==> config.mk <==
export PLATFORM = sky130hd
export DESIGN_NAME = sfd_slave_top
export DESIGN_NICKNAME = d
export VERILOG_FILES = /design/src/rtl/sfd_pkg.sv /design/src/rtl/sfd_deframe.sv /design/src/rtl/sfd_strobe.sv /design/src/rtl/sfd_ret_tx.sv /design/src/rtl/sfd_slave_top.sv
export SDC_FILE = /design/constraint.sdc
export NUM_CORES = 1
export LEC_CHECK = 0
export ABC_CLOCK_PERIOD_IN_PS = 1600
export BUFFER_PORTS_ARGS = -buffer_cell sky130_fd_sc_hd__buf_2
export CORE_UTILIZATION = 45
export CTS_CLUSTER_DIAMETER = 50
export DETAILED_ROUTE_END_ITERATION = 10
export PLACE_DENSITY = 0.76
export SLEW_MARGIN = 15
export SYNTH_ARGS = -nofsm -noshare
export SYNTH_HDL_FRONTEND = slang
export SYNTH_SLANG_ARGS = --single-unit
export TNS_END_PERCENT = 5
==> constraint.sdc <==
create_clock -name clk_i -period 1.6 [get_ports clk_i]
set_input_delay 0.24 -clock clk_i [delete_from_list [all_inputs] [get_ports clk_i]]
set_output_delay 0.24 -clock clk_i [all_outputs]
set_load 0.02 [all_outputs]
==> src/rtl/sfd_pkg.sv <==
package sfd_pkg;
  localparam int STB_WR = 0;
  localparam int STB_RD = 1;

  typedef struct packed {
    logic rw;
    logic ad;
    logic csel;
  } cmd_t;

  typedef enum logic [1:0] {DF_IDLE, DF_HDR, DF_DATA} deframe_e;
  typedef enum logic [1:0] {SQ_IDLE, SQ_RD, SQ_GAP, SQ_TX} seq_e;
  typedef enum logic [2:0] {TX_OFF, TX_HOLD, TX_START, TX_DATA, TX_TAIL} tx_e;
endpackage

==> src/rtl/sfd_deframe.sv <==
module sfd_deframe
  import sfd_pkg::*;
#(
  parameter int HALF_W = 8
) (
  input  logic                clk_i,
  input  logic                rst_ni,
  input  logic [1:0]          lane_i,
  input  logic                busy_i,
  output logic                cmd_valid_o,
  output cmd_t                cmd_o,
  output logic                wr_valid_o,
  output logic [2*HALF_W-1:0] wr_data_o
);
  localparam int CW = (HALF_W > 1) ? $clog2(HALF_W) : 1;
  localparam logic [CW-1:0] LAST = CW'(HALF_W - 1);

  deframe_e          st_q;
  logic              prev_q, rw_q;
  logic [CW-1:0]     cnt_q;
  logic [HALF_W-1:0] lo_q, hi_q;

  always_ff @(posedge clk_i or negedge rst_ni) begin
    if (!rst_ni) begin
      st_q        <= DF_IDLE;
      prev_q      <= 1'b1;
      rw_q        <= 1'b0;
      cnt_q       <= '0;
      lo_q        <= '0;
      hi_q        <= '0;
      cmd_valid_o <= 1'b0;
      cmd_o       <= '0;
      wr_valid_o  <= 1'b0;
    end else begin
      prev_q      <= lane_i[0];
      cmd_valid_o <= 1'b0;
      wr_valid_o  <= 1'b0;
      case (st_q)
        DF_IDLE: begin
          // start = falling edge on lane 0, never a held low
          if (!busy_i && prev_q && !lane_i[0]) begin
            rw_q <= lane_i[1];
            st_q <= DF_HDR;
          end
        end
        DF_HDR: begin
          cmd_o       <= '{rw: rw_q, ad: lane_i[0], csel: lane_i[1]};
          cmd_valid_o <= 1'b1;
          cnt_q       <= '0;
          st_q        <= rw_q ? DF_IDLE : DF_DATA;
        end
        DF_DATA: begin
          lo_q  <= {lane_i[0], lo_q[HALF_W-1:1]};
          hi_q  <= {lane_i[1], hi_q[HALF_W-1:1]};
          cnt_q <= cnt_q + 1'b1;
          if (cnt_q == LAST) begin
            wr_valid_o <= 1'b1;
            st_q       <= DF_IDLE;
          end
        end
        default: st_q <= DF_IDLE;
      endcase
    end
  end

  assign wr_data_o = {hi_q, lo_q};
endmodule

==> src/rtl/sfd_strobe.sv <==
module sfd_strobe #(
  parameter int LOW_CYC = 6
) (
  input  logic clk_i,
  input  logic rst_ni,
  input  logic start_i,
  output logic strobe_no,
  output logic rel_o
);
  localparam int CW = (LOW_CYC > 1) ? $clog2(LOW_CYC) : 1;
  localparam logic [CW-1:0] LAST = CW'(LOW_CYC - 1);

  logic          low_q;
  logic [CW-1:0] cnt_q;

  // high in the cycle whose closing edge releases the strobe
  assign rel_o     = low_q && (cnt_q == LAST);
  assign strobe_no = ~low_q;

  always_ff @(posedge clk_i or negedge rst_ni) begin
    if (!rst_ni) begin
      low_q <= 1'b0;
      cnt_q <= '0;
    end else if (start_i) begin
      low_q <= 1'b1;
      cnt_q <= '0;
    end else if (low_q) begin
      if (rel_o) low_q <= 1'b0;
      else       cnt_q <= cnt_q + 1'b1;
    end
  end
endmodule

==> src/rtl/sfd_ret_tx.sv <==
module sfd_ret_tx
  import sfd_pkg::*;
#(
  parameter int HALF_W   = 8,
  parameter int LINK_DIV = 2
) (
  input  logic                clk_i,
  input  logic                rst_ni,
  input  logic                turn_i,
  input  logic                send_i,
  input  logic [2*HALF_W-1:0] data_i,
  output logic [1:0]          lane_o,
  output logic                oe_o,
  output logic                done_o
);
  localparam int DVW = (LINK_DIV > 1) ? $clog2(LINK_DIV) : 1;
  localparam int BW  = (HALF_W > 1) ? $clog2(HALF_W) : 1;
  localparam logic [DVW-1:0] DIV_LAST = DVW'(LINK_DIV - 1);
  localparam logic [BW-1:0]  BIT_LAST = BW'(HALF_W - 1);

  tx_e               st_q;
  logic [DVW-1:0]    div_q;
  logic [BW-1:0]     bit_q;
  logic [HALF_W-1:0] lo_q, hi_q;
  logic              slot_end;

  assign slot_end = (div_q == DIV_LAST);

  always_ff @(posedge clk_i or negedge rst_ni) begin
    if (!rst_ni) begin
      st_q   <= TX_OFF;
      div_q  <= '0;
      bit_q  <= '0;
      lo_q   <= '0;
      hi_q   <= '0;
      done_o <= 1'b0;
    end else begin
      done_o <= 1'b0;
      div_q  <= slot_end ? '0 : div_q + 1'b1;
      case (st_q)
        TX_OFF:  if (turn_i) st_q <= TX_HOLD;
        TX_HOLD: if (send_i) begin
          lo_q  <= data_i[HALF_W-1:0];
          hi_q  <= data_i[2*HALF_W-1:HALF_W];
          div_q <= '0;
          bit_q <= '0;
          st_q  <= TX_START;
        end
        TX_START: if (slot_end) st_q <= TX_DATA;
        TX_DATA: if (slot_end) begin
          bit_q <= bit_q + 1'b1;
          if (bit_q == BIT_LAST) st_q <= TX_TAIL;
        end
        TX_TAIL: if (slot_end) begin
          st_q   <= TX_OFF;
          done_o <= 1'b1;
        end
        default: st_q <= TX_OFF;
      endcase
    end
  end

  always_comb begin
    oe_o   = (st_q != TX_OFF);
    lane_o = 2'b11;
    case (st_q)
      TX_OFF:   lane_o = 2'b00;
      TX_START: lane_o = 2'b00;
      TX_DATA:  lane_o = {hi_q[bit_q], lo_q[bit_q]};
      default:  lane_o = 2'b11;
    endcase
  end
endmodule

==> src/rtl/sfd_slave_top.sv <==
module sfd_slave_top
  import sfd_pkg::*;
#(
  parameter int HALF_W      = 8,
  parameter int LINK_DIV    = 2,
  parameter int STROBE_LINK = 3,
  parameter int FCNT_W      = 8
) (
  input  logic                clk_i,
  input  logic                rst_ni,
  input  logic [1:0]          lane_i,
  input  logic                idr_i,
  input  logic [2*HALF_W-1:0] rd_data_i,
  output logic [1:0]          lane_o,
  output logic                lane_oe_o,
  output logic [2*HALF_W-1:0] dat_o,
  output logic                ad_o,
  output logic                cs1_no,
  output logic                cs2_no,
  output logic                wr_no,
  output logic                rd_no,
  output logic [FCNT_W-1:0]   frame_cnt_o
);
  localparam int DW         = 2 * HALF_W;
  localparam int STROBE_CYC = STROBE_LINK * LINK_DIV;

  cmd_t          cmd;
  logic          cmd_valid, wr_valid, busy;
  logic [DW-1:0] wr_data, rd_buf_q;
  seq_e          sq_q;
  logic [1:0]    left_q, go_q, strb_n, rel;
  logic          turn_q, send_q, tx_done;

  assign busy = (sq_q != SQ_IDLE) || (cmd_valid && cmd.rw);

  sfd_deframe #(.HALF_W(HALF_W)) u_deframe (
    .clk_i      (clk_i),
    .rst_ni     (rst_ni),
    .lane_i     (lane_i),
    .busy_i     (busy),
    .cmd_valid_o(cmd_valid),
    .cmd_o      (cmd),
    .wr_valid_o (wr_valid),
    .wr_data_o  (wr_data)
  );

  for (genvar g = 0; g < 2; g++) begin : g_strobe
    sfd_strobe #(.LOW_CYC(STROBE_CYC)) u_strobe (
      .clk_i    (clk_i),
      .rst_ni   (rst_ni),
      .start_i  (go_q[g]),
      .strobe_no(strb_n[g]),
      .rel_o    (rel[g])
    );
  end

  assign wr_no = strb_n[STB_WR];
  assign rd_no = strb_n[STB_RD];

  sfd_ret_tx #(.HALF_W(HALF_W), .LINK_DIV(LINK_DIV)) u_ret_tx (
    .clk_i (clk_i),
    .rst_ni(rst_ni),
    .turn_i(turn_q),
    .send_i(send_q),
    .data_i(rd_buf_q),
    .lane_o(lane_o),
    .oe_o  (lane_oe_o),
    .done_o(tx_done)
  );

  always_ff @(posedge clk_i or negedge rst_ni) begin
    if (!rst_ni) begin
      sq_q        <= SQ_IDLE;
      left_q      <= '0;
      go_q        <= '0;
      turn_q      <= 1'b0;
      send_q      <= 1'b0;
      rd_buf_q    <= '0;
      dat_o       <= '0;
      ad_o        <= 1'b1;
      cs1_no      <= 1'b1;
      cs2_no      <= 1'b1;
      frame_cnt_o <= '0;
    end else begin
      go_q   <= '0;
      turn_q <= 1'b0;
      send_q <= 1'b0;
      case (sq_q)
        SQ_RD: if (rel[STB_RD]) begin
          // capture on the rising edge of the read strobe
          rd_buf_q <= rd_data_i;
          if (left_q == 2'd1) begin
            send_q <= 1'b1;
            sq_q   <= SQ_TX;
          end else begin
            left_q <= left_q - 1'b1;
            sq_q   <= SQ_GAP;
          end
        end
        SQ_GAP: begin
          go_q[STB_RD] <= 1'b1;
          sq_q         <= SQ_RD;
        end
        SQ_TX:   if (tx_done) sq_q <= SQ_IDLE;
        default: ;
      endcase
      if (cmd_valid) begin
        frame_cnt_o <= frame_cnt_o + 1'b1;
        ad_o        <= cmd.ad;
        cs1_no      <= ~cmd.csel;
        cs2_no      <= cmd.csel;
        if (cmd.rw) begin
          sq_q         <= SQ_RD;
          left_q       <= idr_i ? 2'd2 : 2'd1;
          go_q[STB_RD] <= 1'b1;
          turn_q       <= 1'b1;
        end
      end
      if (wr_valid) begin
        dat_o        <= wr_data;
        go_q[STB_WR] <= 1'b1;
      end
    end
  end
endmodule

# Word level (Yosys, flattened, before mapping)
# Cells that the tools add are included.
[op_classes]
add_sub_neg = 7
muxes = 61
bitwise = 3
n_eq_ne = 24
magnitude_cmp = 1
n_reduce_logical = 25
[op_table]
columns = ["operator", "n"]
rows = [
  ["$mux W3", 14],
  ["$mux W1", 26],
  ["$mux W2", 13],
  ["$eq A3 B3 Y1 const B", 5],
  ["$pmux W3 S5", 1],
  ["$add A3 B1 Y3 const B", 4],
  ["$ne A2 B1 Y1 const B", 6],
  ["$pmux W2 S3", 2],
  ["$pmux W3 S2", 2],
  ["$reduce_and A2 Y1", 6],
  ["$reduce_bool A2 Y1", 5],
  ["$add A8 B1 Y8 const B", 1],
  ["$ne A2 B2 Y1 const B", 4],
  ["$bmux W1 S3", 2],
  ["$eq A2 B1 Y1 const B", 3],
  ["$eq A2 B2 Y1 const B", 3],
  ["$eq A3 B2 Y1 const B", 2],
  ["$reduce_and A6 Y1", 1],
  ["$logic_and A1 B1 Y1", 5],
  ["$lt A3 B4 Y1 const B", 1],
  ["$pmux W2 S2", 1],
  ["$eq A3 B1 Y1 const B", 1],
  ["$logic_not A3 Y1", 1],
  ["$not A1 Y1", 3],
  ["other kinds (8)", 9],
]
[totals]
output_inout_bits = 32
reg_bits = 111
inputBits = 21

# Logic depth before layout (Yosys ltp)
[logic_depth]
word_depth = 7
mapped_depth = 8
ltp_nobuf = 6

# Cells and area by module
# From an unflattened synthesis, not the netlist that was laid out.
[unflattened]
hier_cells = 378
area_unflattened_um2 = 4764.6
[by_module_without_submodules]
columns = ["mod", "area_per_inst_um2", "instances", "cells_per_inst"]
rows = [
  ["sfd_slave_top", 1995.7, 1, 133],
  ["sfd_ret_tx", 1148.6, 1, 127],
  ["sfd_deframe", 1137.3, 1, 78],
  ["sfd_strobe", 241.5, 2, 20],
]

# Worst setup path after synthesis
# OpenSTA, ideal clock, no wires.
[synth_timing]
path_kind = "reg-to-output"
from = "register u_ret_tx.st_q[2]"
to = "output port lane_o[1]"
slack_ns = -0.133
required_time_ns = 1.360
arrival_ns = 1.493
stages_incl_launch_ff = 6
cell_sequence = "dfrtp_1 buf_2 and3b_1 clkbuf_1 o311ai_0 o21ai_0"
[synth_between]
elab_chain_len = 3
elab_cells_between_ends = 5
classes_between = "2 x eq/ne; 1 x mux; 2 x reduce/logical"
[synth_rtl]
columns = ["item", "line_no", "text"]
rows = [
  ["start, declared", "sfd_ret_tx.sv:21", "tx_e st_q;"],
  ["start signal, assigned", "sfd_ret_tx.sv:31", "st_q <= TX_OFF;"],
  ["start signal, assigned", "sfd_ret_tx.sv:41", "TX_OFF: if (turn_i) st_q <= TX_HOLD;"],
  ["start signal, assigned", "sfd_ret_tx.sv:47", "st_q <= TX_START;"],
  ["$eq A3 B2 Y1 or $logic_not A3 Y1 (tied branches)", "sfd_ret_tx.sv:66", "case (st_q)"],
  ["$reduce_or A2 Y1 (no line)", "-", ""],
  ["$pmux W2 S2 (*)", "sfd_ret_tx.sv:66", ""],
  ["end, declared", "sfd_slave_top.sv:14", "output logic [1:0] lane_o,"],
]
# Every way passes the cells marked *; elsewhere a longest branch is shown, timed or not.

# Final worst setup path
[layout_timing]
from = "register u_ret_tx.bit_q[0]"
to = "output port lane_o[0]"
[layout_between]
elab_chain_len = 3
[layout_rtl]
columns = ["item", "line_no", "text"]
rows = [
  ["start, declared", "sfd_ret_tx.sv:23", "logic [BW-1:0] bit_q;"],
  ["start signal, assigned", "sfd_ret_tx.sv:51", "bit_q <= bit_q + 1'b1;"],
  ["$bmux W1 S3", "sfd_ret_tx.sv:69", "TX_DATA: lane_o = {hi_q[bit_q], lo_q[bit_q]};"],
  ["$mux W1 (implied by the code)", "sfd_ret_tx.sv:69", ""],
  ["$pmux W2 S2", "sfd_ret_tx.sv:66", ""],
]
# Every way passes these cells. The select of a mux whose other input is x is not followed.

==> out/qor.csv <==
stage,metric,value,unit
run_status,result of the run,"complete, but fails checks",
run_status,violated checks,negative setup slack,
yosys,Synth Cell Area,0.004674,mm2
pwr,power per cell area,1578,mW/mm2
sta,highest attainable clock frequency,507.3,MHz
sta,setup repair after global routing missed its margin,yes,
critical_path,data required time at the worst endpoint,1.36,ns
drt,overall via count from detail_route,2873,
floorplan,FP Rows,36,
yosys,number of warnings reported in the yosys synthesis log,0,
grt,wire length of the first global-routing pass,14.27,mm
pwr,Pleak,2.676,nW
pwr,Comb pwr share,31.4,%
floorplan,effective utilization at floorplan,47.17,%
sta,Final Hold Violating Endpoints,0,
floorplan,boundary pin count,53,
critical_path,worst setup path class,flop to primary output,
drt,total DRC errors in the routed layout,0,
clock_tree,CTS tree,built,
yosys,count of unique library cells instantiated by Yosys,48,
pwr,Overall Power,8.701,mW
clock_tree,setup bufs post-CTS,0,
drt,WL final,8.066,mm
clock_tree,CTS Buf Count,9,
sta,Max-slew headroom,73.77,%
yosys,Synth async-reset ratio,100.0,%
critical_path,startpoint of the worst register-to-register path,u_ret_tx.bit_q[0],
floorplan,Horiz. Die Dim,103.9,um
finish,Layout fillers,845,
drt,first-pass iteration count of the detailed router,4,
pwr,switching power,2.766,mW
clock_tree,worst-case clock buffer depth,2,
sta,period utilisation layout,123.2,%
sta,pins over their slew limit,0,
grt,number of antenna violations at the first check in global routing,0,
yosys,gate count after technology mapping,370,
critical_path,Crit. End Element,primary output,
grt,number of global-route vias before repair,3131,
clock_tree,TritonCTS Sinks,111,
pwr,share of total power consumed by net switching,31.79,%
finish,Antenna Cells,0,
yosys,"Net Count, Synth",405,
placed_design,number of I/O port buffers,52,
grt,maximum number of pins on one net before global-route repair,36,
clock_tree,clock root cell,clkbuf_8,
grt,remaining global-route overflow,0,
pwr,cell internal power dissipation,5.935,mW
pwr,fraction of power consumed by sequential logic,49.5,%
sta,time the worst path needs with I/O delays and setup,1.971,ns
drt,average wire per cell in the routed design,13.93,um
job,max-capacitance violation count,0,
yosys,number of storage elements in the synthesis netlist,111,
min_path,Hold Path Stages,2,
critical_path,endpoint arrival time on the critical path,1.73,ns
critical_path,slack of the worst reg-to-reg path,-0.08,ns
floorplan,Placeable Area,0.009910,mm2
finish,share of post-route cells with drive strength above 1,36.32,%
min_path,worst min path class,primary input to flop,
finish,number of nets in the layout,476,
placed_design,Placer Congestion,0.7643,
critical_path,Critical path origin,u_ret_tx.bit_q[0],
drt,Post-DRT Antenna Nets,0,
pwr,Clk network pwr share,19.1,%
sta,worst-margin pin slew,0.3880,ns
finish,Layout Area Growth over Synthesis,17.96,%
sta,number of failing setup endpoints in the final timing report,4,
clock_tree,clock input transition at the sequential cells of the worst setup and hold paths,0.10,ns
critical_path,worst reg2reg path depth,6,
placed_design,HPWL Detailed,5.651,mm
floorplan,vertical extent of the die,103.9,um
clock_tree,count of H-tree levels built during CTS,3,
pwr,worst-case vdd ir drop,753.8,uV
yosys,share of the yosys chip area belonging to registers,59.53,%
sta,Clock Skews,0.008953,ns
drt,drt initial violations,143,
yosys,average size of a mapped cell,12.63,um2
yosys,predominant post-synthesis flop cell,dfrtp_1,
critical_path,Setup crit start kind,flop,
clock_tree,latest clock arrival within the worst-skew pair,0.36,ns
drt,Vias per Instance,4.962,
sta,Min Hold Slack,0.09920,ns
grt,global router's overall resource usage,16.55,%
sta,post-layout worst setup margin,-0.3711,ns
critical_path,CP max FO,5,
floorplan,Die Outline Area,0.01080,mm2
yosys,"EDFF count, synth",0,
min_path,source of the worst hold timing path,rd_data_i[13],
[final timing paths]
kind	to
min	rd_buf_q[13]
max in group asynchronous	dat_o[8]
min reg2reg	frame_cnt_o[7]
max reg2reg	u_ret_tx.st_q[1]
max	lane_o[0]
min in group asynchronous	u_ret_tx.st_q[2]
[metrics by stage]
| step | area, um2 | setup slack [ns] | instances | utilization [%] | TNS [ns] |
|---|---|---|---|---|---|
| 4_1_cts | 5441 | -0.4107 | 579 | 54.91 | -1.308 |
| 3_5_place_dp | 5207 | -0.07683 | 561 | 52.55 | -0.4930 |
| 2_1_floorplan | 4674 | -0.01662 | 370 | - | -0.1392 |
| 5_1_grt | 5514 | -0.4993 | 579 | 55.64 | -1.856 |
| 3_3_place_gp | 5207 | -0.03954 | 561 | 52.55 | -0.05512 |
| 6_report | 5514 | -0.3711 | 579 | 55.64 | -0.8401 |
[kinds of logic (layout without fill, tap and decap cells)]
kind of cell | count (synthesis) | after routing | share of synthesized area, %
xor gates and xnor gates | 9 | 9 | 1.686
buffers and inverters | 31 | 107 | 3.239
adders and majority gates | 14 | 14 | 3.747
AOI/OAI and AO/OA | 27 | 27 | 3.640
and+or+nand+nor | 111 | 111 | 11.78
muxes | 67 | 67 | 16.38
DFF | 111 | 111 | 59.53
[flip-flops by register name, indices dropped and copies added (netlist names), 2 cells and up]
| register | flops |
|---|---|
| g_strobe.u_strobe.cnt_q | 6 |
| u_deframe.cnt_q | 3 |
| left_q | 2 |
| g_strobe.u_strobe.low_q | 2 |
| u_ret_tx.st_q | 3 |
| u_ret_tx.lo_q | 8 |
| rd_buf_q | 16 |
| u_ret_tx.hi_q | 8 |
| u_deframe.hi_q | 8 |
| sq_q | 2 |
| u_deframe.st_q | 2 |
| go_q | 2 |
| u_ret_tx.bit_q | 3 |
| frame_cnt_o | 8 |
| dat_o | 16 |
| u_deframe.cmd_o | 3 |
| u_deframe.lo_q | 8 |
[per-layer routing]
layer  global-route usage [%]  vias up  part of all wire [%]
li1                         -     1400                     -
met1                    19.72     1418                    44
met2                    28.90       47                    51
met3                    5.326        8                   4.5
met4                    4.184        0                  0.58
met5                        0        -                     0
[critical path, cell delays in order, from the launching register on]
cell       delay (ns)
dfrtp_2          0.44
mux4_2           0.52
o2111ai_2        0.17
nand2_1          0.09
buf_6            0.14
[cell type report]
type                    count  area [um2]  area share (%)
well taps                 133       166.4           3.018
flip-flops and latches    111        2784           50.49
inverters                  16       60.06           1.089
multi-input cells         228        1822           33.04
clock inverters             5       56.30           1.021
repair buffers             75       484.2           8.781
clock buffers              11       141.4           2.564
[power by group through the flow]
stage	Clock, mW	Sequential (mW)	Combinational, mW
floorplan	0	4.26	1.77
global placement	0	4.28	2.42
detailed placement	0	4.32	2.54
CTS	1.74	4.28	2.60
global route	1.84	4.44	3.06
finish	1.66	4.31	2.73
[synthesized netlist by cell type, types with 3 or more instances]
cell | n | area (um2)
nand2_1 | 58 | 217.7
buf_2 | 9 | 45.04
nor2_1 | 11 | 41.29
nand3_1 | 12 | 60.06
mux2i_1 | 9 | 90.09
xnor2_1 | 6 | 52.55
xor2_1 | 3 | 26.28
dfstp_2 | 4 | 105.1
ha_1 | 14 | 175.2
dfrtp_1 | 107 | 2678
a21oi_1 | 8 | 40.04
and3_1 | 3 | 18.77
inv_1 | 16 | 60.06
o21ai_0 | 8 | 40.04
clkbuf_1 | 4 | 15.01
mux2_2 | 56 | 630.6
[layout by cell type (no fill, tap or decap), types with 3 or more instances in the layout]
master,n
mux2_4,13
nor2_1,11
nand3_1,12
a21oi_1,8
buf_12,3
mux2_2,43
xnor2_1,6
nand2_1,58
mux2i_1,9
ha_1,13
o21ai_0,6
and3_1,3
dfrtp_1,106
clkbuf_8,10
dfstp_2,4
inv_1,15
xor2_1,3
buf_2,50
buf_4,19
[repair_timing]
item,in CTS,in global routing
hold buffers,2,0
hold endpoints to repair,16,0
endpoints found under the setup margin,21,23
cloned,0,0
gates resized for setup,6,17
pin swaps,1,0
No activity file was read; power rests on OpenSTA's default activity.
